### src/rtl/bsr_pkg.sv
package bsr_pkg;

  typedef enum logic [1:0] {
    CMD_HOLD  = 2'b00,
    CMD_READ  = 2'b01,
    CMD_WRITE = 2'b10,
    CMD_DESEL = 2'b11
  } bsr_cmd_e;

  // Next value of the "read data in flight" flag for a sampled command.
  function automatic logic next_live(input logic [1:0] code, input logic cur);
    case (code)
      CMD_READ:  return 1'b1;
      CMD_WRITE: return 1'b0;
      CMD_DESEL: return 1'b0;
      default:   return cur;
    endcase
  endfunction

  // Extra clock edges between command and bus for the selected mode.
  function automatic int unsigned extra_edges(input logic pipe);
    return pipe ? 1 : 0;
  endfunction

endpackage

### src/rtl/bsr_cmd_track.sv
module bsr_cmd_track
  import bsr_pkg::*;
(
  input  logic       clk,
  input  logic       rst_n,
  input  logic [1:0] cmd,
  output logic       live_q
);

  always_ff @(posedge clk or negedge rst_n) begin
    if (!rst_n) live_q <= 1'b0;
    else        live_q <= next_live(cmd, live_q);
  end

  p_write_quiet_r6: assert property (@(posedge clk) disable iff (!rst_n)
    (cmd == CMD_WRITE) |=> !live_q);

  p_hold_keep_r4: assert property (@(posedge clk) disable iff (!rst_n)
    (cmd == CMD_HOLD) |=> $stable(live_q));

  p_read_sets_r2: assert property (@(posedge clk) disable iff (!rst_n)
    (cmd == CMD_READ) |=> live_q);

endmodule

### src/rtl/bsr_out_reg.sv
module bsr_out_reg #(
  parameter int unsigned DATA_W = 18
) (
  input  logic              clk,
  input  logic              rst_n,
  input  logic              live_in,
  input  logic [DATA_W-1:0] data_in,
  output logic              live_q,
  output logic [DATA_W-1:0] data_q
);

  always_ff @(posedge clk or negedge rst_n) begin
    if (!rst_n) begin
      live_q <= 1'b0;
      data_q <= '0;
    end else begin
      live_q <= live_in;
      if (live_in) data_q <= data_in;
    end
  end

  p_pipe_follow_r3: assert property (@(posedge clk) disable iff (!rst_n)
    live_in |=> live_q);

  p_pipe_data_r3: assert property (@(posedge clk) disable iff (!rst_n)
    live_in |=> (data_q == $past(data_in)));

endmodule

### src/rtl/bsr_drive_gate.sv
module bsr_drive_gate #(
  parameter int unsigned DATA_W = 18
) (
  input  logic              pipe_mode,
  input  logic              flow_live,
  input  logic [DATA_W-1:0] flow_data,
  input  logic              reg_live,
  input  logic [DATA_W-1:0] reg_data,
  input  logic              oe_n,
  input  logic              sleep,
  output logic              src_live,
  output logic [DATA_W-1:0] dq_out,
  output logic              dq_oe
);

  logic [DATA_W-1:0] src_data;

  always_comb begin
    src_live = pipe_mode ? reg_live : flow_live;
    src_data = pipe_mode ? reg_data : flow_data;
    dq_oe    = src_live & ~oe_n & ~sleep;
    dq_out   = dq_oe ? src_data : '0;
  end

endmodule

### src/rtl/bsr_rd_outpath.sv
module bsr_rd_outpath
  import bsr_pkg::*;
#(
  parameter int unsigned DATA_W = 18
) (
  input  logic              clk,
  input  logic              rst_n,
  input  logic [1:0]        cmd,
  input  logic [DATA_W-1:0] arr_rdata,
  input  logic              pipe_mode,
  input  logic              oe_n,
  input  logic              sleep,
  output logic [DATA_W-1:0] dq_out,
  output logic              dq_oe
);

  // Named internal events for the assertions.
  logic              s1_live;
  logic              s2_live;
  logic [DATA_W-1:0] s2_data;
  logic              src_live;

  bsr_cmd_track u_track (
    .clk    (clk),
    .rst_n  (rst_n),
    .cmd    (cmd),
    .live_q (s1_live)
  );

  bsr_out_reg #(.DATA_W(DATA_W)) u_oreg (
    .clk     (clk),
    .rst_n   (rst_n),
    .live_in (s1_live),
    .data_in (arr_rdata),
    .live_q  (s2_live),
    .data_q  (s2_data)
  );

  bsr_drive_gate #(.DATA_W(DATA_W)) u_gate (
    .pipe_mode (pipe_mode),
    .flow_live (s1_live),
    .flow_data (arr_rdata),
    .reg_live  (s2_live),
    .reg_data  (s2_data),
    .oe_n      (oe_n),
    .sleep     (sleep),
    .src_live  (src_live),
    .dq_out    (dq_out),
    .dq_oe     (dq_oe)
  );

  always_comb begin
    if (oe_n || sleep) begin
      p_gate_off_r7_r8: assert (!dq_oe);
    end
    if (!rst_n) begin
      p_reset_quiet_r1: assert (!dq_oe);
    end
  end

  p_desel_depth_r5: assert property (@(posedge clk) disable iff (!rst_n)
    (cmd == CMD_DESEL) |=> ##1 !s2_live);

  p_flow_release_r5: assert property (@(posedge clk) disable iff (!rst_n)
    (!pipe_mode && cmd == CMD_DESEL) |=> !dq_oe);

  p_idle_zero_r9: assert property (@(posedge clk) disable iff (!rst_n)
    !src_live |-> (dq_out == '0));

endmodule

### config.mk
export PLATFORM = sky130hd
export DESIGN_NAME = bsr_rd_outpath
export DESIGN_NICKNAME = d
export VERILOG_FILES = /design/src/rtl/bsr_pkg.sv /design/src/rtl/bsr_cmd_track.sv /design/src/rtl/bsr_out_reg.sv /design/src/rtl/bsr_drive_gate.sv /design/src/rtl/bsr_rd_outpath.sv
export SDC_FILE = /design/constraint.sdc
export NUM_CORES = 1
export LEC_CHECK = 0
export ABC_AREA = 1
export ABC_CLOCK_PERIOD_IN_PS = 1200
export BUFFER_PORTS_ARGS = -buffer_cell sky130_fd_sc_hd__buf_4
export CAP_MARGIN = 15
export CORE_MARGIN = 1
export CORE_UTILIZATION = 49
export DETAILED_ROUTE_END_ITERATION = 12
export GPL_ROUTABILITY_DRIVEN = 0
export PLACE_DENSITY = 0.79
export SETUP_SLACK_MARGIN = 0.05
export SYNTH_ARGS = -nofsm -noshare
export SYNTH_HDL_FRONTEND = slang
export SYNTH_SLANG_ARGS = --single-unit
### constraint.sdc
create_clock -name clk -period 1.2 [get_ports clk]
set_clock_uncertainty 0.05 [all_clocks]
set_input_delay 0.12 -clock clk [delete_from_list [all_inputs] [get_ports clk]]
set_output_delay 0.12 -clock clk [all_outputs]
set_load 0.005 [all_outputs]
Yosys cells after proc, flatten, opt, wreduce, memory -nomap -nowiden
Index checks and enable logic that the tools add are counted.
{"block": "totals", "reg_bits": 20, "in_bits": 25, "wordCells": 16}
{"block": "op_classes", "eq_ne": 3, "muxes": 4, "bitwise": 4, "reduce_logical": 2}
{"cell": "2-to-1 mux 18 bit", "count": 2}
{"cell": "== test 2 bit (second input constant)", "count": 2}
{"cell": "bitwise AND 1 bit", "count": 2}
{"cell": "== test 2 x 1 -> 1 bit (second input constant)", "count": 1}
{"cell": "NOT 1 bit", "count": 2}
{"cell": "case mux 1 bit (2 select lines)", "count": 1}
{"cell": "nonzero test 2 bit", "count": 1}
{"cell": "OR reduction 2 bit", "count": 1}
{"cell": "2-to-1 mux 1 bit", "count": 1}

Logic depth before layout (Yosys ltp)
Gate-level depths: netlist of the first run.
{"block": "depth", "depth_word": 4, "mapped_depth": 6, "depth_no_buf": 4}

Modules after synthesis
Synthesis of the first run repeated with hierarchy kept, for this count alone.
{"block": "hier_totals", "hier_cells": 203, "area_unflattened_um2": 1307.5}
{"module": "bsr_out_reg", "n_inst": 1, "cells_each": 77, "area_per_inst_um2": 735.7, "seq_area_each_um2": 475.5}
{"module": "bsr_drive_gate", "n_inst": 1, "cells_each": 123, "area_per_inst_um2": 539.3, "seq_area_each_um2": 0.0}
{"module": "bsr_cmd_track", "n_inst": 1, "cells_each": 3, "area_per_inst_um2": 32.5, "seq_area_each_um2": 25.0}

Least setup slack after synthesis of the first run
Ideal clock, no wire load.
{"block": "synth_timing", "path_type": "register -> output", "startpoint": "register u_track.live_q", "endpoint": "output dq_oe", "t_arrival_ns": 0.872, "required_ns": 1.030, "setup_slack_ns": 0.158, "stages_incl_launch_ff": 6, "n_path_buf": 1, "cell_sequence": "dfrtp_1 inv_2 nand2_2 nand3_4 buf_8 inv_1"}
{"block": "synth_between", "elab_chain_cells": 3}
{"element": "start: declaration", "line": "bsr_cmd_track.sv:7", "rtl": "output logic live_q"}
{"element": "start signal: assignment", "line": "bsr_cmd_track.sv:12", "rtl": "else live_q <= next_live(cmd, live_q);"}
{"element": "2-to-1 mux 1 bit", "line": "bsr_drive_gate.sv:19", "rtl": "src_live = pipe_mode ? reg_live : flow_live;"}
{"element": "bitwise AND 1 bit (2 in series)", "line": "bsr_drive_gate.sv:21", "rtl": "dq_oe = src_live & ~oe_n & ~sleep;"}
{"element": "end: declaration", "line": "bsr_rd_outpath.sv:14", "rtl": "output logic dq_oe"}
No other way between the ends.

Worst setup path in the final report of the first run
{"block": "layout_timing", "startpoint": "register u_track.live_q", "endpoint": "output dq_out[1]"}
{"block": "layout_between", "elab_chain_cells": 4}
{"element": "2-to-1 mux 1 bit", "line": "bsr_drive_gate.sv:19"}
{"element": "bitwise AND 1 bit (2 in series)", "line": "bsr_drive_gate.sv:21"}
{"element": "2-to-1 mux 18 bit", "line": "bsr_drive_gate.sv:22", "rtl": "dq_out = dq_oe ? src_data : '0;"}
{"element": "end: declaration", "line": "bsr_rd_outpath.sv:13", "rtl": "output logic [DATA_W-1:0] dq_out,"}
No other way between the ends.

==> flow_summary.toml, run 1 <==
[grt]
grt_overflow = 0
grt_max_degree = 37
grt_pass1_vias = 999
grt.total_usage_pct = 20.75
globalRouteMet2Util_pct = 35.47
grt_use_met3_pct = 3.509
grt_first_pass_wirelength_um = 4057
grt.busiest_layer = "met2"
antenna_found_initial = 0
grtUsageMet1_pct = 25.24

[logic_synthesis]
synthCells = 182
syn_area_um2 = 1217
synthTopCellsByCount = "48 x nor2_1, 39 x inv_1, 36 x nand2_1"
synth.distinct_cells = 15
netlist.area_leader.share_pct = 41.11
syn_area_per_cell_um2 = 6.689
synth_edf_count = 0
syn_nets = 207
synth_top_area_cell = "dfrtp_1"
yosysMostFrequentCell = "nor2_1"
synthArstFlopShare_pct = 100.0
ys_warn_count = 0
ys_seq_elements = 20
yosysSeqAreaShare_pct = 41.11
ys.flop_type = "dfrtp_1"
netlist_top_cells_area = "dfrtp_1 41%, nor2_1 15%, inv_1 12%"

[sta]
hold_slack_ns = 0.009288
hold_violations = 0
fin_crit_sh_pct = 120.9
post-route-min-period_ns = 1.450
finalSetupViolCount = 19
max_freq_mhz = 689.4
tns_ns = -4.295
rsz0062_at_grt = "true"
max_slew_margin_pct = 79.48
drv_slew = 0
worst_pin_slew_ns = 0.3078
setup_slack_ns = -0.2504

[pwr]
p_per_area_nw_per_um2 = 971.9
irDropWorstVdd_v = 0.0007843
power.leakage_nw = 1.007

[worst_setup_path]
crit_family = "flip-flops"
rrSetupSlack_ns = 0.09
cp-end-kind = "primary output"
startpoint_type = "flip-flop"
required_ns = 1.03
worst_path_largest_cell_delay_ns = 0.39
critical_path_class = "reg2out"
r2r_cells = 4
r2r-end = "u_oreg.data_q[12]"
crit_path_top_delay_cell = "dfrtp_1"
crit_path_max_fanout = 15
crit_chain = "inv_2 -> nand2_2 -> nand3_4 -> buf_12 -> nor2_1 -> buf_4"
cp.arrival_ns = 1.28
r2r-start = "u_track.live_q"
crit_buf_inv = 3

[floorplan]
die_w_um = 51.85
coreArea_um2 = 2276
die-area_um2 = 2688
rows = 17
io_pins = 44
die_h_um = 51.85
initial_utilization_pct = 53.49

[min_path]
min_path_cells = 3
hold_class = "in2reg"
min_to = "u_oreg.data_q[16]"
hp-start = "arr_rdata[16]"

[final_layout]
drive_gt1_share_pct = 29.26
syn_to_final_growth_pct = 34.63
antennaDiodeCount = 0
nets = 255
final_cells = 257

[flow_run]
drv_cap = 0

[drt]
drc = 0
vias_per_cell = 4.412
routedWlPerCell_um = 9.623
via_count = 1134
totalWireLength_um = 2473
dr.pass1.iters = 4
drt_iter0_drc = 21
ant_nets = 0

[clock_network]
clk_root_buffer_cell = "clkbuf_4"
cts_tree = "done"
cts_buffer_depth = 2
clock_latency_ns = 0.30
htreeDepth = 1
clk_pin_slew_ns = 0.12
cts_buffers = 3
cts_sinks = 20

[placement]
place_inst = 248
dp_hpwl_um = 1692
port_buffers = 43

[status]
status = "finished, violations left"
violations = "negative setup slack"
## placed cells by master (no fill, tap or decap)
| cell type | instances |
|---|---|
| nor2_1 | 46 |
| nor2_2 | 11 |
| o21ai_0 | 18 |
| buf_12 | 2 |
| nand2_2 | 1 |
| nand3_4 | 1 |
| buf_4 | 46 |
| clkbuf_8 | 1 |
| dfrtp_1 | 20 |
| nand2_4 | 1 |
| inv_2 | 1 |
| inv_1 | 39 |
| nand2_1 | 36 |
| dlygate4sd3_1 | 3 |
| clkbuf_4 | 3 |
## per-layer routing
layer / vias to the layer above / routed length (um) / share of wire [%]
met3: 4 / 76 / 3.1
met4: 0 / 28 / 1.1
met2: 25 / 1241 / 50
li1: 612 / - / -
met5: - / 0 / 0
met1: 493 / 1126 / 46
## registers in the layout (all words and copies together) (netlist names)
signal	count
u_oreg.data_q	18
u_oreg.live_q	1
u_track.live_q	1
## worst max-delay path by stage
stage / cells past startpoint / to / start
floorplan: 5 / dq_oe / u_track.live_q
global placement: 5 / dq_out[4] / u_track.live_q
detailed placement: 5 / dq_out[1] / u_track.live_q
CTS: 6 / dq_out[1] / u_track.live_q
global route: 6 / dq_out[1] / u_track.live_q
finish: 6 / dq_out[1] / u_track.live_q
## power breakdown
part | internal, mW | switching, mW
logic | 0.185 | 0.202
clock network | 0.185 | 0.217
registers | 0.759 | 0.0446
total | 1.13 | 0.464
## what timing repair did
item / 4_1_cts / 5_1_grt
pin swaps: 0 / 0
setup buffers: 2 / 0
gates resized for setup: 0 / 2
endpoints found under the hold margin: 21 / 0
hold buffers: 3 / 0
endpoints found under the setup margin: 19 / 36
## cell type report
| cell class | count | area (um2) |
|---|---|---|
| multi-input cells | 114 | 501.7 |
| flip-flops and latches | 20 | 500.5 |
| repair buffers | 51 | 415.4 |
| well taps | 28 | 35.03 |
| clock buffers | 4 | 36.28 |
| fillers | 195 | 636.9 |
| inverters | 40 | 150.1 |
## worst min-delay path, cell delays in order
cell	delay, ns
buf_4	0.11
inv_1	0.05
o21ai_0	0.06
## logic make-up (layout without fill, tap and decap cells)
group | Yosys count | count (layout) | share of synthesized area (%)
DFF | 20 | 20 | 41.11
AOI/OAI and AO/OA | 18 | 18 | 7.400
and+or+nand+nor | 96 | 96 | 33.40
buffers and inverters | 48 | 95 | 18.09
## per-stage QoR
stage	utilization [%]	setup WS (ns)	power, mW	cell area (um2)
final	72.02	-0.2504	1.593	1639
after global routing	72.02	-0.3289	1.701	1639
after CTS	71.80	-0.2603	1.605	1634
after detailed placement	67.67	0.0008676	1.186	1540
after global placement	67.67	0.05353	1.168	1540
after floorplan	-	0.1576	1.045	1217
Power figures use the tool's default switching activity.
==> run 2: changes to the inputs <==
- ABC_AREA: 1 -> not set
- CORE_UTILIZATION: 49 -> 47
- CTS_CLUSTER_DIAMETER: not set -> 80
- PLACE_DENSITY: 0.79 -> 0.78
==> flow_summary.toml, run 2 <==
[status]
status = "finished, violations left"
violations = "negative setup slack"

[sta]
max_freq_mhz = 678.7
post-route-min-period_ns = 1.473
rsz0062_at_grt = "true"
tns_ns = -5.248
setup_slack_ns = -0.2734
hold_violations = 0
worst_pin_slew_ns = 0.2579
max_slew_margin_pct = 82.81
drv_slew = 0
fin_crit_sh_pct = 122.8
finalSetupViolCount = 33

[final_layout]
antennaDiodeCount = 0
top_regs = "u_oreg.data_q (18), u_oreg.live_q (1), u_track.live_q (1)"
final_common_cell = "buf_4"
fin_util_pct = 79.69
syn_to_final_growth_pct = 58.31
nets = 176
drive_gt1_share_pct = 60.67
final_cells = 178
layout_common_cells = "48 x buf_4, 20 x dfrtp_1, 18 x mux2i_1, 18 x mux2_2, 15 x nor3_2"
fillers = 139
largest_reg_flops = 18
largest_register = "u_oreg.data_q"

[floorplan]
initial_utilization_pct = 50.34
coreArea_um2 = 2212
rows = 17
die_w_um = 50.68
die-area_um2 = 2568
die_h_um = 50.68
io_pins = 44

[placement]
port_buffers = 43
place_inst = 158
dp_hpwl_um = 1771

[pwr]
seqPwrFrac_pct = 44.5
swShare_pct = 24.70
internal-power_mw = 1.392
power.leakage_nw = 0.8116
power.share.clock_pct = 29.6
p_comb_share_pct = 26.0
irDropWorstVdd_v = 0.0008016
switching_power_mw = 0.4565
p_per_area_nw_per_um2 = 1049

[min_path]
hold_class = "in2reg"

[worst_setup_path]
worst_path_largest_cell_delay_ns = 0.43
cp.arrival_ns = 1.30
crit_path_max_fanout = 11
setup.worst_path.start = "u_track.live_q"
r2r_cells = 3
r2r-end = "u_oreg.data_q[11]"
crit_path_top_delay_cell = "dfrtp_1"
critical_path_class = "reg2out"
cp-end-kind = "primary output"
required_ns = 1.03
startpoint_type = "flip-flop"
crit_chain = "mux2i_4 -> buf_8 -> nor3_1 -> buf_4"
crit_end = "dq_out[4]"
r2r-start = "u_track.live_q"
rrSetupSlack_ns = -0.04

[clock_network]
clock_latency_ns = 0.29
cts_tree = "done"
htreeDepth = 1
cts_buffer_depth = 2
cts_buffers = 3
clk_pin_slew_ns = 0.11
clk_root_buffer_cell = "clkbuf_4"
cts_sinks = 20

[grt]
antenna_found_initial = 0
grt_overflow = 0
grt.total_usage_pct = 22.79
grt_first_pass_wirelength_um = 4229
grt_max_degree = 21
grt_pass1_vias = 955

[logic_synthesis]
netlist_top_cells_area = "dfrtp_1 45%, mux2_2 18%, mux2i_1 16%"
synth_edf_count = 0
synth.distinct_cells = 11
netlist.area_leader.share_pct = 44.94
synthArstFlopShare_pct = 100.0
yosysMostFrequentCell = "dfrtp_1"
synthCells = 86
syn_area_um2 = 1114
syn_nets = 111
synth_top_area_cell = "dfrtp_1"
synthTopCellsByCount = "20 x dfrtp_1, 18 x mux2_2, 18 x mux2i_1"
syn_area_per_cell_um2 = 12.95
ys.flop_type = "dfrtp_1"
ys_warn_count = 0
ys_seq_elements = 20
yosysSeqAreaShare_pct = 44.94

[drt]
drc = 0
wl_met1_um = 1106
via_count = 901
wl_met2_um = 1480
drt_iter0_drc = 6
totalWireLength_um = 2724
vias_per_cell = 5.062
dr_wl_met3_um = 85
ant_nets = 0
routedWlPerCell_um = 15.30
routed.top_layer = "met4"
dr.pass1.iters = 2

[flow_run]
drv_cap = 0
==> run 2: changes by cell type after synthesis, moves of 9 or more <==
| cell | change |
|---|---|
| nor2_1 | -45 |
| inv_1 | -39 |
| nand2_1 | -36 |
| mux2_2 | +18 |
| mux2i_1 | +18 |
| o21ai_0 | -18 |
| nor2_2 | -9 |
| nor3_1 | +9 |
| nor3_2 | +9 |
==> run 2: power groups by stage <==
stage               Sequential (mW)  Combinational, mW  Clock [mW]
floorplan                     0.818              0.253           0
global placement              0.825              0.390           0
detailed placement            0.834              0.405           0
CTS                           0.819              0.445       0.557
global route                  0.834              0.523       0.582
finish                        0.822              0.480       0.546
==> run 2: repair_timing <==
item | CTS | global route
cloned | 0 | 1
setup endpoints to repair | 28 | 37
setup buffers | 1 | 1
pin swaps | 0 | 3
endpoints found under the hold margin | 26 | 6
hold buffers | 8 | 6
gates resized for setup | 7 | 4
==> run 2: layout make-up <==
cell class	count	area [um2]	area share (%)
well taps	28	35.03	1.987
clock inverters	1	30.03	1.703
clock buffers	3	22.52	1.278
multi-input cells	59	588.1	33.36
repair buffers	67	586.8	33.29
flip-flops and latches	20	500.5	28.39
==> run 2: worst min-delay path by stage <==
| stage | start | endpoint | slack (ns) | depth (start not counted) |
|---|---|---|---|---|
| 5_1_grt | arr_rdata[13] | u_oreg.data_q[13] | -0.0003 | 2 |
| 4_1_cts | arr_rdata[7] | u_oreg.data_q[7] | 0.0009 | 2 |
| 3_5_place_dp | rst_n | u_oreg.data_q[8] | -0.04 | 1 |
| 3_3_place_gp | rst_n | u_oreg.data_q[8] | -0.04 | 1 |
| 6_report | arr_rdata[4] | u_oreg.data_q[4] | 0.008 | 2 |
| 2_1_floorplan | rst_n | u_oreg.data_q[0] | -0.23 | 0 |
==> run 2: logic make-up (layout without fill, tap and decap cells) <==
| group | Yosys count | in the layout | synth area share [%] |
|---|---|---|---|
| flops | 20 | 20 | 44.94 |
| buf+inv | 7 | 71 | 4.944 |
| simple gates | 22 | 22 | 13.71 |
| mux | 37 | 37 | 36.40 |
==> run 2: metrics by stage <==
stage	hold WS [ns]	setup slack, ns	power (mW)	area (um2)
after floorplan	-0.2256	0.02832	1.071	1121
after global placement	-0.03696	0.05126	1.214	1489
after detailed placement	-0.04134	-0.02516	1.239	1489
after CTS	0.0009444	-0.2589	1.821	1659
after global routing	-0.0002970	-0.3149	1.939	1763
final	0.007954	-0.2734	1.849	1763
==> run 2: critical path, delay by kind of cell (launching register included) <==
kind                   cells  cell delay (ns)
AND/OR/NAND/NOR            1             0.06
flip-flops                 1             0.43
buffers and inverters      2             0.31
multiplexers               1             0.20
==> run 2: metal layers <==
| layer | up-vias | global-route usage, % |
|---|---|---|
| met5 | - | 0 |
| met4 | 0 | 8.333 |
| met3 | 6 | 2.727 |
| met2 | 24 | 43.33 |
| met1 | 429 | 25.63 |
| li1 | 442 | - |
==> run 3: changes to the inputs <==
==> constraint.sdc (replaced) <==
create_clock -name clk -period 1.2 [get_ports clk]
set_clock_uncertainty 0.05 [all_clocks]
set_input_delay 0.18 -clock clk [delete_from_list [all_inputs] [get_ports clk]]
set_output_delay 0.18 -clock clk [all_outputs]
set_load 0.005 [all_outputs]
==> flow_summary.toml, run 3 (synthesis results as in run 2) <==
[worst_setup_path]
crit_chain = "mux2i_4 -> buf_12 -> nor3_1 -> buf_4"
crit_path_max_fanout = 13
crit_path_top_delay_cell = "dfrtp_1"
cp-end-kind = "primary output"
cp.arrival_ns = 1.30
worst_path_largest_cell_delay_ns = 0.42
startpoint_type = "flip-flop"
critical_path_class = "reg2out"
crit_family = "flip-flops"
required_ns = 0.97
crit_buf_inv = 2

[clock_network]
cts_tree = "done"
cts_buffers = 3
clk_pin_slew_ns = 0.11
cts_sinks = 20
htreeDepth = 1
clock_latency_ns = 0.30
clk_root_buffer_cell = "clkbuf_4"
cts_buffer_depth = 2

[sta]
finalSetupViolCount = 21
hold_slack_ns = 0.04093
setup_slack_ns = -0.3290
max_freq_mhz = 654.0
max_slew_margin_pct = 82.99
fin_crit_sh_pct = 127.4
worst_pin_slew_ns = 0.2552
post-route-min-period_ns = 1.529
hold_violations = 0
drv_slew = 0
rsz0062_at_grt = "true"

[final_layout]
syn_to_final_growth_pct = 46.85
layout_common_cells = "47 x buf_4, 20 x dfrtp_1, 18 x mux2i_1, 18 x mux2_2, 14 x nor3_2"
final_common_cell = "buf_4"
largest_register = "u_oreg.data_q"
final_area_um2 = 1635
nets = 164
drive_gt1_share_pct = 65.22
antennaDiodeCount = 0
top_regs = "u_oreg.data_q (18), u_oreg.live_q (1), u_track.live_q (1)"
largest_reg_flops = 18

[placement]
place_area_um2 = 1501
port_buffers = 43
dp_hpwl_um = 1608

[drt]
ant_nets = 0
via_count = 845
drt_iter0_drc = 4
totalWireLength_um = 2210
drc = 0
vias_per_cell = 5.090
dr.pass1.iters = 4
routedWlPerCell_um = 13.31

[floorplan]
io_pins = 44
die_w_um = 50.68
rows = 17
die-area_um2 = 2568
coreArea_um2 = 2212
initial_utilization_pct = 50.34
die_h_um = 50.68

[grt]
antenna_found_initial = 0
grt_max_degree = 21
grt_first_pass_wirelength_um = 3732
grt_overflow = 0
grt.total_usage_pct = 19.31
grt_pass1_vias = 869

[status]
status = "finished, violations left"
violations = "negative setup slack"

[pwr]
p_per_area_nw_per_um2 = 1010
power.leakage_nw = 0.7587
irDropWorstVdd_v = 0.0007735
power_mw = 1.652

[flow_run]
drv_cap = 0

[min_path]
hold_class = "in2reg"
## run 3: cell types whose count changed in the layout (fill, tap and decap cells not counted)
cell / previous run / this run
dlygate4sd3_1: 14 / 2
buf_12: 1 / 3
buf_8: 2 / 0
buf_4: 48 / 47
buf_6: 1 / 2
bufinv_16: 1 / 0
clkbuf_8: 0 / 1
nor3_1: 3 / 4
nor3_2: 15 / 14
## run 3: worst min-delay path: cells and delay by family
kind                   cells  cell delay (ns)
and+or+nand+nor            2             0.10
buffers and inverters      1             0.08
## run 3: path summary, 6_finish.rpt
check	to	slack, ns	startpoint	cells past startpoint
hold reg to reg	u_oreg.data_q[6]	0.47	u_oreg.data_q[6]	1
setup / recovery	dq_out[5]	-0.33	u_track.live_q	4
setup reg to reg	u_oreg.data_q[9]	0	u_track.live_q	3
hold / removal	u_track.live_q	0.04	cmd[0]	3
max in group asynchronous	u_oreg.data_q[1]	0.67	rst_n	2
min in group asynchronous	u_oreg.data_q[9]	0.23	rst_n	2
## run 3: timing repair
| action | in CTS | in global routing |
|---|---|---|
| endpoints found under the setup margin | 31 | 37 |
| gates cloned | 0 | 1 |
| hold buffers | 2 | 0 |
| buffers inserted | 1 | 1 |
| hold endpoints to repair | 21 | 0 |
| pin swaps | 0 | 2 |
| resized for setup | 5 | 5 |
## run 3: final cells by class
class | instances | area (um2)
clock buffer | 4 | 36.28
fill | 156 | 576.8
multi-input combinational | 59 | 583.1
sequential | 20 | 500.5
tap | 28 | 35.03
timing repair buffer | 55 | 480.5
## run 3: power by group
| part | total [mW] | internal, mW | switching [mW] |
|---|---|---|---|
| registers | 0.816 | 0.768 | 0.0473 |
| logic | 0.445 | 0.267 | 0.178 |
| clock network | 0.391 | 0.185 | 0.206 |
## run 3: stage by stage
| step | setup WS, ns | std cells | utilization, % | setup TNS, ns |
|---|---|---|---|---|
| after CTS | -0.3080 | 165 | 71.72 | -5.735 |
| after floorplan | 0.02832 | 86 | - | 0 |
| final | -0.3290 | 166 | 73.93 | -5.991 |
| after detailed placement | -0.1027 | 158 | 67.87 | -0.9527 |
| after global placement | -0.06542 | 158 | 67.87 | -0.8419 |
| after global routing | -0.3888 | 166 | 73.93 | -7.579 |
## run 3: per-layer routing
layer  GRT usage [%]  vias up  routed length, um
li1                -      417                  -
met1           24.22      403                968
met5               0        -                  0
met4           5.556        0                 24
met2           34.67       23               1129
met3           2.121        2                 88
